`src/rtl/rcache_pkg.sv`:
```
package rcache_pkg;

   typedef enum logic [1:0] {
      REG_XTAG  = 2'd0,
      REG_XLINE = 2'd1,
      REG_WTAG  = 2'd2
   } region_e;

   typedef enum logic [1:0] {
      ST_NONE    = 2'd0,
      ST_HIT     = 2'd1,
      ST_MISS    = 2'd2,
      ST_FLUSHED = 2'd3
   } status_e;

   typedef enum logic [1:0] {
      OP_FLUSH   = 2'd0,
      OP_FILL    = 2'd1,
      OP_COPYOUT = 2'd2,
      OP_DIRECT  = 2'd3
   } op_kind_e;

   typedef enum logic [4:0] {
      S_IDLE, S_XT_RD, S_XT_RSP, S_XL_RD, S_XL_RSP,
      S_XT_WR, S_XT_WRSP, S_XL_WR, S_XL_WRSP,
      S_WB_RD, S_WB_RSP, S_FLUSH, S_FLUSH_W,
      S_DATA, S_DATA_W, S_WB_WR, S_WB_WRSP, S_DONE
   } seq_state_e;

endpackage

```
`src/rtl/rcache_local_copy.sv`:
```
module rcache_local_copy #(
   parameter int SETS    = 8,
   parameter int SET_W   = 3,
   parameter int TAG_W   = 13,
   parameter bit PRESENT = 1'b1
) (
   input  logic             clk,
   input  logic             rst_n,
   input  logic             ld,
   input  logic [SET_W-1:0] ld_idx,
   input  logic [TAG_W-1:0] ld_tag,
   input  logic [SET_W-1:0] rd_idx,
   output logic             rd_valid,
   output logic [TAG_W-1:0] rd_tag
);

   if (SETS != (1 << SET_W)) begin : g_bad_sets
      $error("rcache_local_copy: SETS must equal 2**SET_W");
   end

   if (PRESENT) begin : g_store
      logic [SETS-1:0]  ent_v;
      logic [TAG_W-1:0] ent_t [SETS];

      for (genvar i = 0; i < SETS; i++) begin : g_ent
         always_ff @(posedge clk or negedge rst_n) begin
            if (!rst_n) begin
               ent_v[i] <= 1'b0;
               ent_t[i] <= '0;
            end else if (ld && (ld_idx == SET_W'(i))) begin
               ent_v[i] <= 1'b1;
               ent_t[i] <= ld_tag;
            end
         end
      end

      assign rd_valid = ent_v[rd_idx];
      assign rd_tag   = ent_t[rd_idx];
   end else begin : g_none
      assign rd_valid = 1'b0;
      assign rd_tag   = '0;
   end

endmodule

```
`src/rtl/rcache_tag_eval.sv`:
```
module rcache_tag_eval #(
   parameter int TAG_W = 13
) (
   input  logic [TAG_W+1:0] word,
   input  logic [TAG_W-1:0] addr_tag,
   input  logic             loc_valid,
   input  logic [TAG_W-1:0] loc_tag,
   output logic             xlat_match,
   output logic             wb_hit,
   output logic             wb_conflict
);

   localparam int V_BIT = TAG_W + 1;
   localparam int D_BIT = TAG_W;

   logic             w_valid;
   logic             w_dirty;
   logic [TAG_W-1:0] w_tag;

   assign w_valid = word[V_BIT];
   assign w_dirty = word[D_BIT];
   assign w_tag   = word[TAG_W-1:0];

   always_comb begin
      xlat_match  = loc_valid && w_valid && (w_tag == loc_tag);
      wb_hit      = w_valid && (w_tag == addr_tag);
      wb_conflict = w_valid && w_dirty && (w_tag != addr_tag);
   end

endmodule

```
`src/rtl/rcache_op_issue.sv`:
```
module rcache_op_issue
   import rcache_pkg::*;
#(
   parameter int SET_W = 3,
   parameter int TAG_W = 13
) (
   input  logic             clk,
   input  logic             rst_n,
   input  logic             fire,
   input  op_kind_e         kind,
   input  logic [SET_W-1:0] idx_in,
   input  logic [TAG_W-1:0] tag_in,
   input  logic             op_done,
   output logic             op_flush,
   output logic             op_fill,
   output logic             op_copy_out,
   output logic             op_direct,
   output logic [SET_W-1:0] op_index,
   output logic [TAG_W-1:0] op_tag
);

   localparam int NKIND = 4;

   logic [NKIND-1:0] strb_q;
   logic             flush_open;

   for (genvar k = 0; k < NKIND; k++) begin : g_strb
      always_ff @(posedge clk or negedge rst_n) begin
         if (!rst_n) strb_q[k] <= 1'b0;
         else        strb_q[k] <= fire && (kind == op_kind_e'(k));
      end
   end

   always_ff @(posedge clk or negedge rst_n) begin
      if (!rst_n) begin
         op_index <= '0;
         op_tag   <= '0;
      end else if (fire) begin
         op_index <= idx_in;
         op_tag   <= tag_in;
      end
   end

   always_ff @(posedge clk or negedge rst_n) begin
      if (!rst_n)        flush_open <= 1'b0;
      else if (op_flush) flush_open <= 1'b1;
      else if (op_done)  flush_open <= 1'b0;
   end

   assign op_flush    = strb_q[OP_FLUSH];
   assign op_fill     = strb_q[OP_FILL];
   assign op_copy_out = strb_q[OP_COPYOUT];
   assign op_direct   = strb_q[OP_DIRECT];


   strb_onehot_chk: assert property (@(posedge clk) disable iff (!rst_n)
      $onehot0(strb_q));


   strb_pulse_chk: assert property (@(posedge clk) disable iff (!rst_n)
      (strb_q != '0) |=> (strb_q == '0));


   fill_after_flush_chk: assert property (@(posedge clk) disable iff (!rst_n)
      op_fill |-> !flush_open);

endmodule

```
`src/rtl/rcache_seq.sv`:
```
module rcache_seq
   import rcache_pkg::*;
#(
   parameter int ADDR_W       = 16,
   parameter int SET_W        = 3,
   parameter bit XLAT_PRESENT = 1'b1,
   localparam int TAG_W       = ADDR_W - SET_W,
   localparam int WORD_W      = TAG_W + 2,
   localparam int SETS        = 1 << SET_W
) (
   input  logic              clk,
   input  logic              rst_n,
   input  logic              cmd_valid,
   output logic              cmd_ready,
   input  logic              cmd_write,
   input  logic [ADDR_W-1:0] cmd_addr,
   input  logic              cmd_xlat_en,
   input  logic              cmd_xlat_upd,
   output logic              rq_valid,
   input  logic              rq_ready,
   output logic              rq_write,
   output logic [1:0]        rq_sel,
   output logic [SET_W-1:0]  rq_index,
   output logic [WORD_W-1:0] rq_wdata,
   input  logic              rs_valid,
   input  logic [WORD_W-1:0] rs_data,
   output logic              op_flush,
   output logic              op_fill,
   output logic              op_copy_out,
   output logic              op_direct,
   output logic [SET_W-1:0]  op_index,
   output logic [TAG_W-1:0]  op_tag,
   input  logic              op_done,
   output logic              done,
   output logic [1:0]        done_status
);

   if (SET_W < 1 || SET_W > 12) begin : g_bad_setw
      $error("rcache_seq: SET_W out of range");
   end
   if (TAG_W < 1) begin : g_bad_tagw
      $error("rcache_seq: ADDR_W must exceed SET_W");
   end

   seq_state_e       state_q, state_d;
   logic             wr_q, upd_q, xen_q, hit_q;
   logic [SET_W-1:0] idx_q;
   logic [TAG_W-1:0] tag_q, victim_q;
   status_e          stat_q;

   logic             accept;
   logic             loc_valid;
   logic [TAG_W-1:0] loc_tag;
   logic             xlat_match, wb_hit, wb_conflict;
   logic             fire;
   op_kind_e         fire_kind;
   logic [TAG_W-1:0] fire_tag;

   assign cmd_ready = (state_q == S_IDLE);
   assign accept    = cmd_valid && cmd_ready;

   rcache_local_copy #(
      .SETS(SETS), .SET_W(SET_W), .TAG_W(TAG_W), .PRESENT(XLAT_PRESENT)
   ) u_loc (
      .clk      (clk),
      .rst_n    (rst_n),
      .ld       (accept && cmd_xlat_en && cmd_xlat_upd),
      .ld_idx   (cmd_addr[SET_W-1:0]),
      .ld_tag   (cmd_addr[ADDR_W-1:SET_W]),
      .rd_idx   (idx_q),
      .rd_valid (loc_valid),
      .rd_tag   (loc_tag)
   );

   rcache_tag_eval #(.TAG_W(TAG_W)) u_eval (
      .word        (rs_data),
      .addr_tag    (tag_q),
      .loc_valid   (loc_valid),
      .loc_tag     (loc_tag),
      .xlat_match  (xlat_match),
      .wb_hit      (wb_hit),
      .wb_conflict (wb_conflict)
   );

   always_comb begin
      fire      = (state_q == S_FLUSH) || (state_q == S_DATA);
      fire_tag  = (state_q == S_FLUSH) ? victim_q : tag_q;
      if (state_q == S_FLUSH)  fire_kind = OP_FLUSH;
      else if (wr_q)           fire_kind = OP_FILL;
      else if (hit_q)          fire_kind = OP_COPYOUT;
      else                     fire_kind = OP_DIRECT;
   end

   rcache_op_issue #(.SET_W(SET_W), .TAG_W(TAG_W)) u_ops (
      .clk         (clk),
      .rst_n       (rst_n),
      .fire        (fire),
      .kind        (fire_kind),
      .idx_in      (idx_q),
      .tag_in      (fire_tag),
      .op_done     (op_done),
      .op_flush    (op_flush),
      .op_fill     (op_fill),
      .op_copy_out (op_copy_out),
      .op_direct   (op_direct),
      .op_index    (op_index),
      .op_tag      (op_tag)
   );

   // remote request fields derive from the step being served
   always_comb begin
      rq_valid = 1'b0;
      rq_write = 1'b0;
      rq_sel   = REG_XTAG;
      rq_wdata = '0;
      unique case (state_q)
         S_XT_RD: begin rq_valid = 1'b1; rq_sel = REG_XTAG;  end
         S_XL_RD: begin rq_valid = 1'b1; rq_sel = REG_XLINE; end
         S_WB_RD: begin rq_valid = 1'b1; rq_sel = REG_WTAG;  end
         S_XT_WR: begin
            rq_valid = 1'b1; rq_write = 1'b1; rq_sel = REG_XTAG;
            rq_wdata = {2'b10, tag_q};
         end
         S_XL_WR: begin
            rq_valid = 1'b1; rq_write = 1'b1; rq_sel = REG_XLINE;
            rq_wdata = {2'b10, tag_q};
         end
         S_WB_WR: begin
            rq_valid = 1'b1; rq_write = 1'b1; rq_sel = REG_WTAG;
            rq_wdata = {2'b11, tag_q};
         end
         default: ;
      endcase
   end
   assign rq_index = idx_q;

   always_comb begin
      state_d = state_q;
      unique case (state_q)
         S_IDLE:
            if (accept) state_d = (XLAT_PRESENT && cmd_xlat_en) ? S_XT_RD : S_WB_RD;
         S_XT_RD:   if (rq_ready) state_d = S_XT_RSP;
         S_XT_RSP:
            if (rs_valid) begin
               if (xlat_match) state_d = S_XL_RD;
               else if (upd_q) state_d = S_XT_WR;
               else            state_d = S_WB_RD;
            end
         S_XL_RD:   if (rq_ready) state_d = S_XL_RSP;
         S_XL_RSP:  if (rs_valid) state_d = S_WB_RD;
         S_XT_WR:   if (rq_ready) state_d = S_XT_WRSP;
         S_XT_WRSP: if (rs_valid) state_d = S_XL_WR;
         S_XL_WR:   if (rq_ready) state_d = S_XL_WRSP;
         S_XL_WRSP: if (rs_valid) state_d = S_WB_RD;
         S_WB_RD:   if (rq_ready) state_d = S_WB_RSP;
         S_WB_RSP:
            if (rs_valid) state_d = (wr_q && wb_conflict) ? S_FLUSH : S_DATA;
         S_FLUSH:   state_d = S_FLUSH_W;
         S_FLUSH_W: if (op_done) state_d = S_DATA;
         S_DATA:    state_d = S_DATA_W;
         S_DATA_W:  if (op_done) state_d = wr_q ? S_WB_WR : S_DONE;
         S_WB_WR:   if (rq_ready) state_d = S_WB_WRSP;
         S_WB_WRSP: if (rs_valid) state_d = S_DONE;
         S_DONE:    state_d = S_IDLE;
         default:   state_d = S_IDLE;
      endcase
   end

   always_ff @(posedge clk or negedge rst_n) begin
      if (!rst_n) begin
         state_q  <= S_IDLE;
         wr_q     <= 1'b0;
         upd_q    <= 1'b0;
         xen_q    <= 1'b0;
         hit_q    <= 1'b0;
         idx_q    <= '0;
         tag_q    <= '0;
         victim_q <= '0;
         stat_q   <= ST_NONE;
      end else begin
         state_q <= state_d;
         if (accept) begin
            wr_q  <= cmd_write;
            upd_q <= cmd_xlat_upd;
            xen_q <= cmd_xlat_en;
            idx_q <= cmd_addr[SET_W-1:0];
            tag_q <= cmd_addr[ADDR_W-1:SET_W];
         end
         if (state_q == S_WB_RSP && rs_valid) begin
            hit_q    <= wb_hit;
            victim_q <= rs_data[TAG_W-1:0];
            if (wr_q && wb_conflict) stat_q <= ST_FLUSHED;
            else if (wb_hit)         stat_q <= ST_HIT;
            else                     stat_q <= ST_MISS;
         end
      end
   end

   assign done        = (state_q == S_DONE);
   assign done_status = done ? stat_q : ST_NONE;


   busy_after_accept_chk: assert property (@(posedge clk) disable iff (!rst_n)
      (cmd_valid && cmd_ready) |=> !cmd_ready);


   done_pulse_chk: assert property (@(posedge clk) disable iff (!rst_n)
      done |=> !done);


   done_status_chk: assert property (@(posedge clk) disable iff (!rst_n)
      done |-> (done_status != 2'd0));


   rq_hold_chk: assert property (@(posedge clk) disable iff (!rst_n)
      (rq_valid && !rq_ready) |=>
         (rq_valid && $stable(rq_sel) && $stable(rq_write) &&
          $stable(rq_index) && $stable(rq_wdata)));


   skip_xlat_chk: assert property (@(posedge clk) disable iff (!rst_n)
      (cmd_valid && cmd_ready && !cmd_xlat_en) |=> (rq_sel == 2'd2));


   read_no_wbwrite_chk: assert property (@(posedge clk) disable iff (!rst_n)
      (rq_valid && rq_write && rq_sel == 2'd2) |-> wr_q);


   xlat_wr_needs_upd_chk: assert property (@(posedge clk) disable iff (!rst_n)
      (rq_valid && rq_write && rq_sel != 2'd2) |-> (upd_q && xen_q));

endmodule

```
`config.mk`:
```
export PLATFORM = sky130hd
export DESIGN_NAME = rcache_seq
export DESIGN_NICKNAME = d
export VERILOG_FILES = /design/src/rtl/rcache_pkg.sv /design/src/rtl/rcache_local_copy.sv /design/src/rtl/rcache_tag_eval.sv /design/src/rtl/rcache_op_issue.sv /design/src/rtl/rcache_seq.sv
export SDC_FILE = /design/constraint.sdc
export NUM_CORES = 1
export LEC_CHECK = 0
export ABC_AREA = 1
export CORE_ASPECT_RATIO = 1.5
export CORE_MARGIN = 2
export CORE_UTILIZATION = 50
export CTS_BUF_LIST = sky130_fd_sc_hd__clkbuf_8
export CTS_CLUSTER_DIAMETER = 80
export DETAILED_ROUTE_END_ITERATION = 10
export HOLD_SLACK_MARGIN = 0.02
export PLACE_DENSITY = 0.69
export SYNTH_ARGS = -nofsm -noshare
export SYNTH_HDL_FRONTEND = slang
export SYNTH_SLANG_ARGS = --single-unit
export TNS_END_PERCENT = 50
```
`constraint.sdc`:
```
create_clock -name clk -period 2.6 [get_ports clk]
set_input_delay 0.26 -clock clk [delete_from_list [all_inputs] [get_ports clk]]
set_output_delay 0.26 -clock clk [all_outputs]
set_load 0.1 [all_outputs]
```
==> results of run 1 <==
## worst max-delay path: cells and delay by family (launching register included)
kind	cells	cell delay [ps]
and+or+nand+nor	3	560
DFF	1	630
AOI/OAI and AO/OA	1	50
buffers and inverters	3	510
## flip-flops by register name, summed over array words and instances (netlist names), 2 cells and up
register,count
tag_q,13
stat_q,2
u_ops.op_tag,13
u_ops.op_index,3
u_loc.g_store.ent_t,104
victim_q,13
state_q,5
u_loc.g_store.ent_v,8
rq_index,3
## stage by stage
stage / util [%] / hold WS [ps] / instances / instance area, um^2 / worst slack (ps)
after floorplan: - / -35.59 / 1138 / 8894 / 10.21
after CTS: 60.50 / 199.9 / 1443 / 10450 / 120.9
final: 60.50 / 214.4 / 1443 / 10450 / 118.2
after global placement: 57.78 / 140.3 / 1405 / 9981 / 434.8
after global routing: 60.50 / 220.6 / 1443 / 10450 / 5.994
after detailed placement: 57.78 / 142.3 / 1405 / 9981 / 416.2
## power groups by stage
stage	Combinational [uW]	Clock, uW	Sequential [uW]
2_1_floorplan	3360	0	4930
3_3_place_gp	5760	0	4050
3_5_place_dp	5800	0	4060
4_1_cts	5860	1950	4010
5_1_grt	6430	2040	4120
6_report	5850	1900	4020
## cells by family (layout without fill, tap and decap cells)
| logic type | after synthesis | in the layout |
|---|---|---|
| xor gates and xnor gates | 3 | 3 |
| buffers and inverters | 211 | 303 |
| AOI/OAI and AO/OA | 183 | 183 |
| and+or+nand+nor | 570 | 570 |
| DFF | 171 | 171 |
## repair_timing
| action | in CTS | in global routing |
|---|---|---|
| buffers inserted | 5 | 0 |
| endpoints found under the hold margin | 114 | 0 |
| hold buffers | 1 | 0 |
| setup endpoints to repair | 3 | 0 |
## cells in the mapped netlist (11+ instances only)
master / n
o21ai_2: 25
a21oi_1: 13
dfrtp_1: 171
nand3_1: 80
buf_2: 21
nor2_1: 76
buf_6: 18
nand2_1: 377
inv_1: 157
o21ai_1: 89
o21ai_0: 43
clkbuf_1: 11
## worst min path at each step
stage               start                 endpoint  slack (ps)  cells after the start
floorplan           rst_n                    hit_q         -40                      0
global placement    rst_n  u_loc.g_store.ent_t[14]         140                      1
detailed placement  rst_n  u_loc.g_store.ent_t[27]         140                      1
CTS                 rst_n  u_loc.g_store.ent_t[27]         200                      2
global route        rst_n   u_loc.g_store.ent_t[1]         220                      2
finish              rst_n  u_loc.g_store.ent_t[14]         210                      2
## area by class of cell
type	count	area, um^2
inverters	161	611.8
multi-input cells	756	3655
clock inverters	15	175.2
repair buffers	110	1227
well taps	213	266.5
clock buffers	17	234.0
fillers	1626	6824
flip-flops and latches	171	4280
## per-layer routing
metal | global-route usage, % | wire length [um]
met4 | 9.173 | 785
met5 | 0 | 0
met2 | 41.66 | 10810
met3 | 3.175 | 977
met1 | 33.04 | 9794
==> reports/qor.yml, run 1 <==
hold_path.class: "in2async"
endpoint_kind: "output pin"
yosys-top-cells-area: "dfrtp_1 49%, nand2_1 16%, inv_1 6.7%"
io_pins: 86
cts_tree: "done"
synth-main-ff-cell: "dfrtp_1"
crit_chain: "nand3_1 > nor2_4 > a21oi_4 > buf_12 > buf_4 > nor2_2 > buf_12"
cts.sinks: 171
endpoint: "rq_wdata[8]"
setup_viol: 0
die_h_um: 166.0
dr.first_iter.drc_count: 558
status: "complete, no violations"
synth_top_family_by_area: "simple AND/OR/NAND/NOR gates"
worstPathRequired_ps: 2340
synth_top_area_share_pct: 48.89
root_buffer: "clkbuf_8"
finalCritPeriodShare_pct: 95.45
r2r_start: "state_q[0]"
reg2reg_to: "state_q[3]"
grtUsageTotal_pct: 24.81
synth_compound_area_share_pct: 11.98
avgSynthCellArea_um2: 7.691
path_clk_slew_ps: 100
initial_core_util_pct: 50.67
die_area_um2: 18600
critPathKind: "reg2out"
finalWeightedCongestion: 0.8581
coreArea_um2: 17270
tns_ps: 0
cts.htree.levels: 4
netlist_instances: 1138
grt_setup_unrepaired: "false"
grt_pass1_vias: 7119
synth_xor_area_share_pct: 0.3002
critPathArrivalTime_ps: 2220
grt_pass1_wl_um: 36670
drc: 0
insertion_delay_ps: 450
layout_commonest_cell: "nand2_1"
drt_wl_total_um: 22360
wl_per_cell_um: 15.50
ir_drop_v: 0.0008032
layout_common_cells: "377 x nand2_1, 170 x dfrtp_1, 154 x inv_1, 89 x o21ai_1, 80 x nand3_1"
path_max_fanout: 10
seqPwrFrac_pct: 34.2
hold_viol_final: 0
worst_pin_slew_ps: 656.9
num_antenna_cells: 0
clkPwrFrac_pct: 16.1
crit_path_frequent_cell: "buf_12"
ys_warn_count: 0
netlist_area_um2: 8752
internal-power_uw: 6006
synth_fa_ha_area_share_pct: 0
cpPeakStageDelay_ps: 630
r2r_slack_ps: 420
swShare_pct: 49.01
powerDensity_nw_per_um2: 1127
cts_inserted_buffers: 17
clk_path_buf_depth: 2
slew_viol_final: 0
yosys.area_share.simple_pct: 27.93
async_reset_ff_share_pct: 100.0
finalCriticalPeriod_ps: 2482
crit_slowest_cell: "dfrtp_1"
p_switching_uw: 5773
relSlewSlack_pct: 56.16
total_power_uw: 11780
clock_skew_ps: 13.86
rows: 59
synth.mux.area_fraction_pct: 0
viasPerCell: 5.179
cap_violations: 0
yosys.area.top_type: "dfrtp_1"
grt_max_degree: 63
antenna_found_initial: 0
ys_ff_latch: 171
p_leak_uw: 0.005214
dp_hpwl_um: 15880
die_w_um: 112.0
ant_nets: 0
synth_edf_count: 0
crit_start: "state_q[0]"
fmax_mhz: 402.9
gr-total-overflow: 0
comb_power_share_pct: 49.7
yosysUniqueCellTypes: 31
postCtsResizedCells: 0
synth_fp_nets: 1178
r2r_cells: 10
start_kind: "flop"
final_layout_size_suffix_gt1_share_pct: 14.15
nets: 1257
drtPass1Iterations: 5
yosysSeqAreaShare_pct: 48.89
num_vias: 7473
syn_to_final_growth_pct: 19.40
io_buffer_count: 85
Power figures use the tool's default switching activity.
==> run 2, diff against run 1 <==
--- a/config.mk
+++ b/config.mk
@@ -14,6 +14,7 @@
 export DETAILED_ROUTE_END_ITERATION = 10
 export HOLD_SLACK_MARGIN = 0.02
 export PLACE_DENSITY = 0.69
+export SLEW_MARGIN = 20
 export SYNTH_ARGS = -nofsm -noshare
 export SYNTH_HDL_FRONTEND = slang
 export SYNTH_SLANG_ARGS = --single-unit
==> results of run 2 <==
Same layout as run 1: the final DEF is identical, and so are final timing and power.
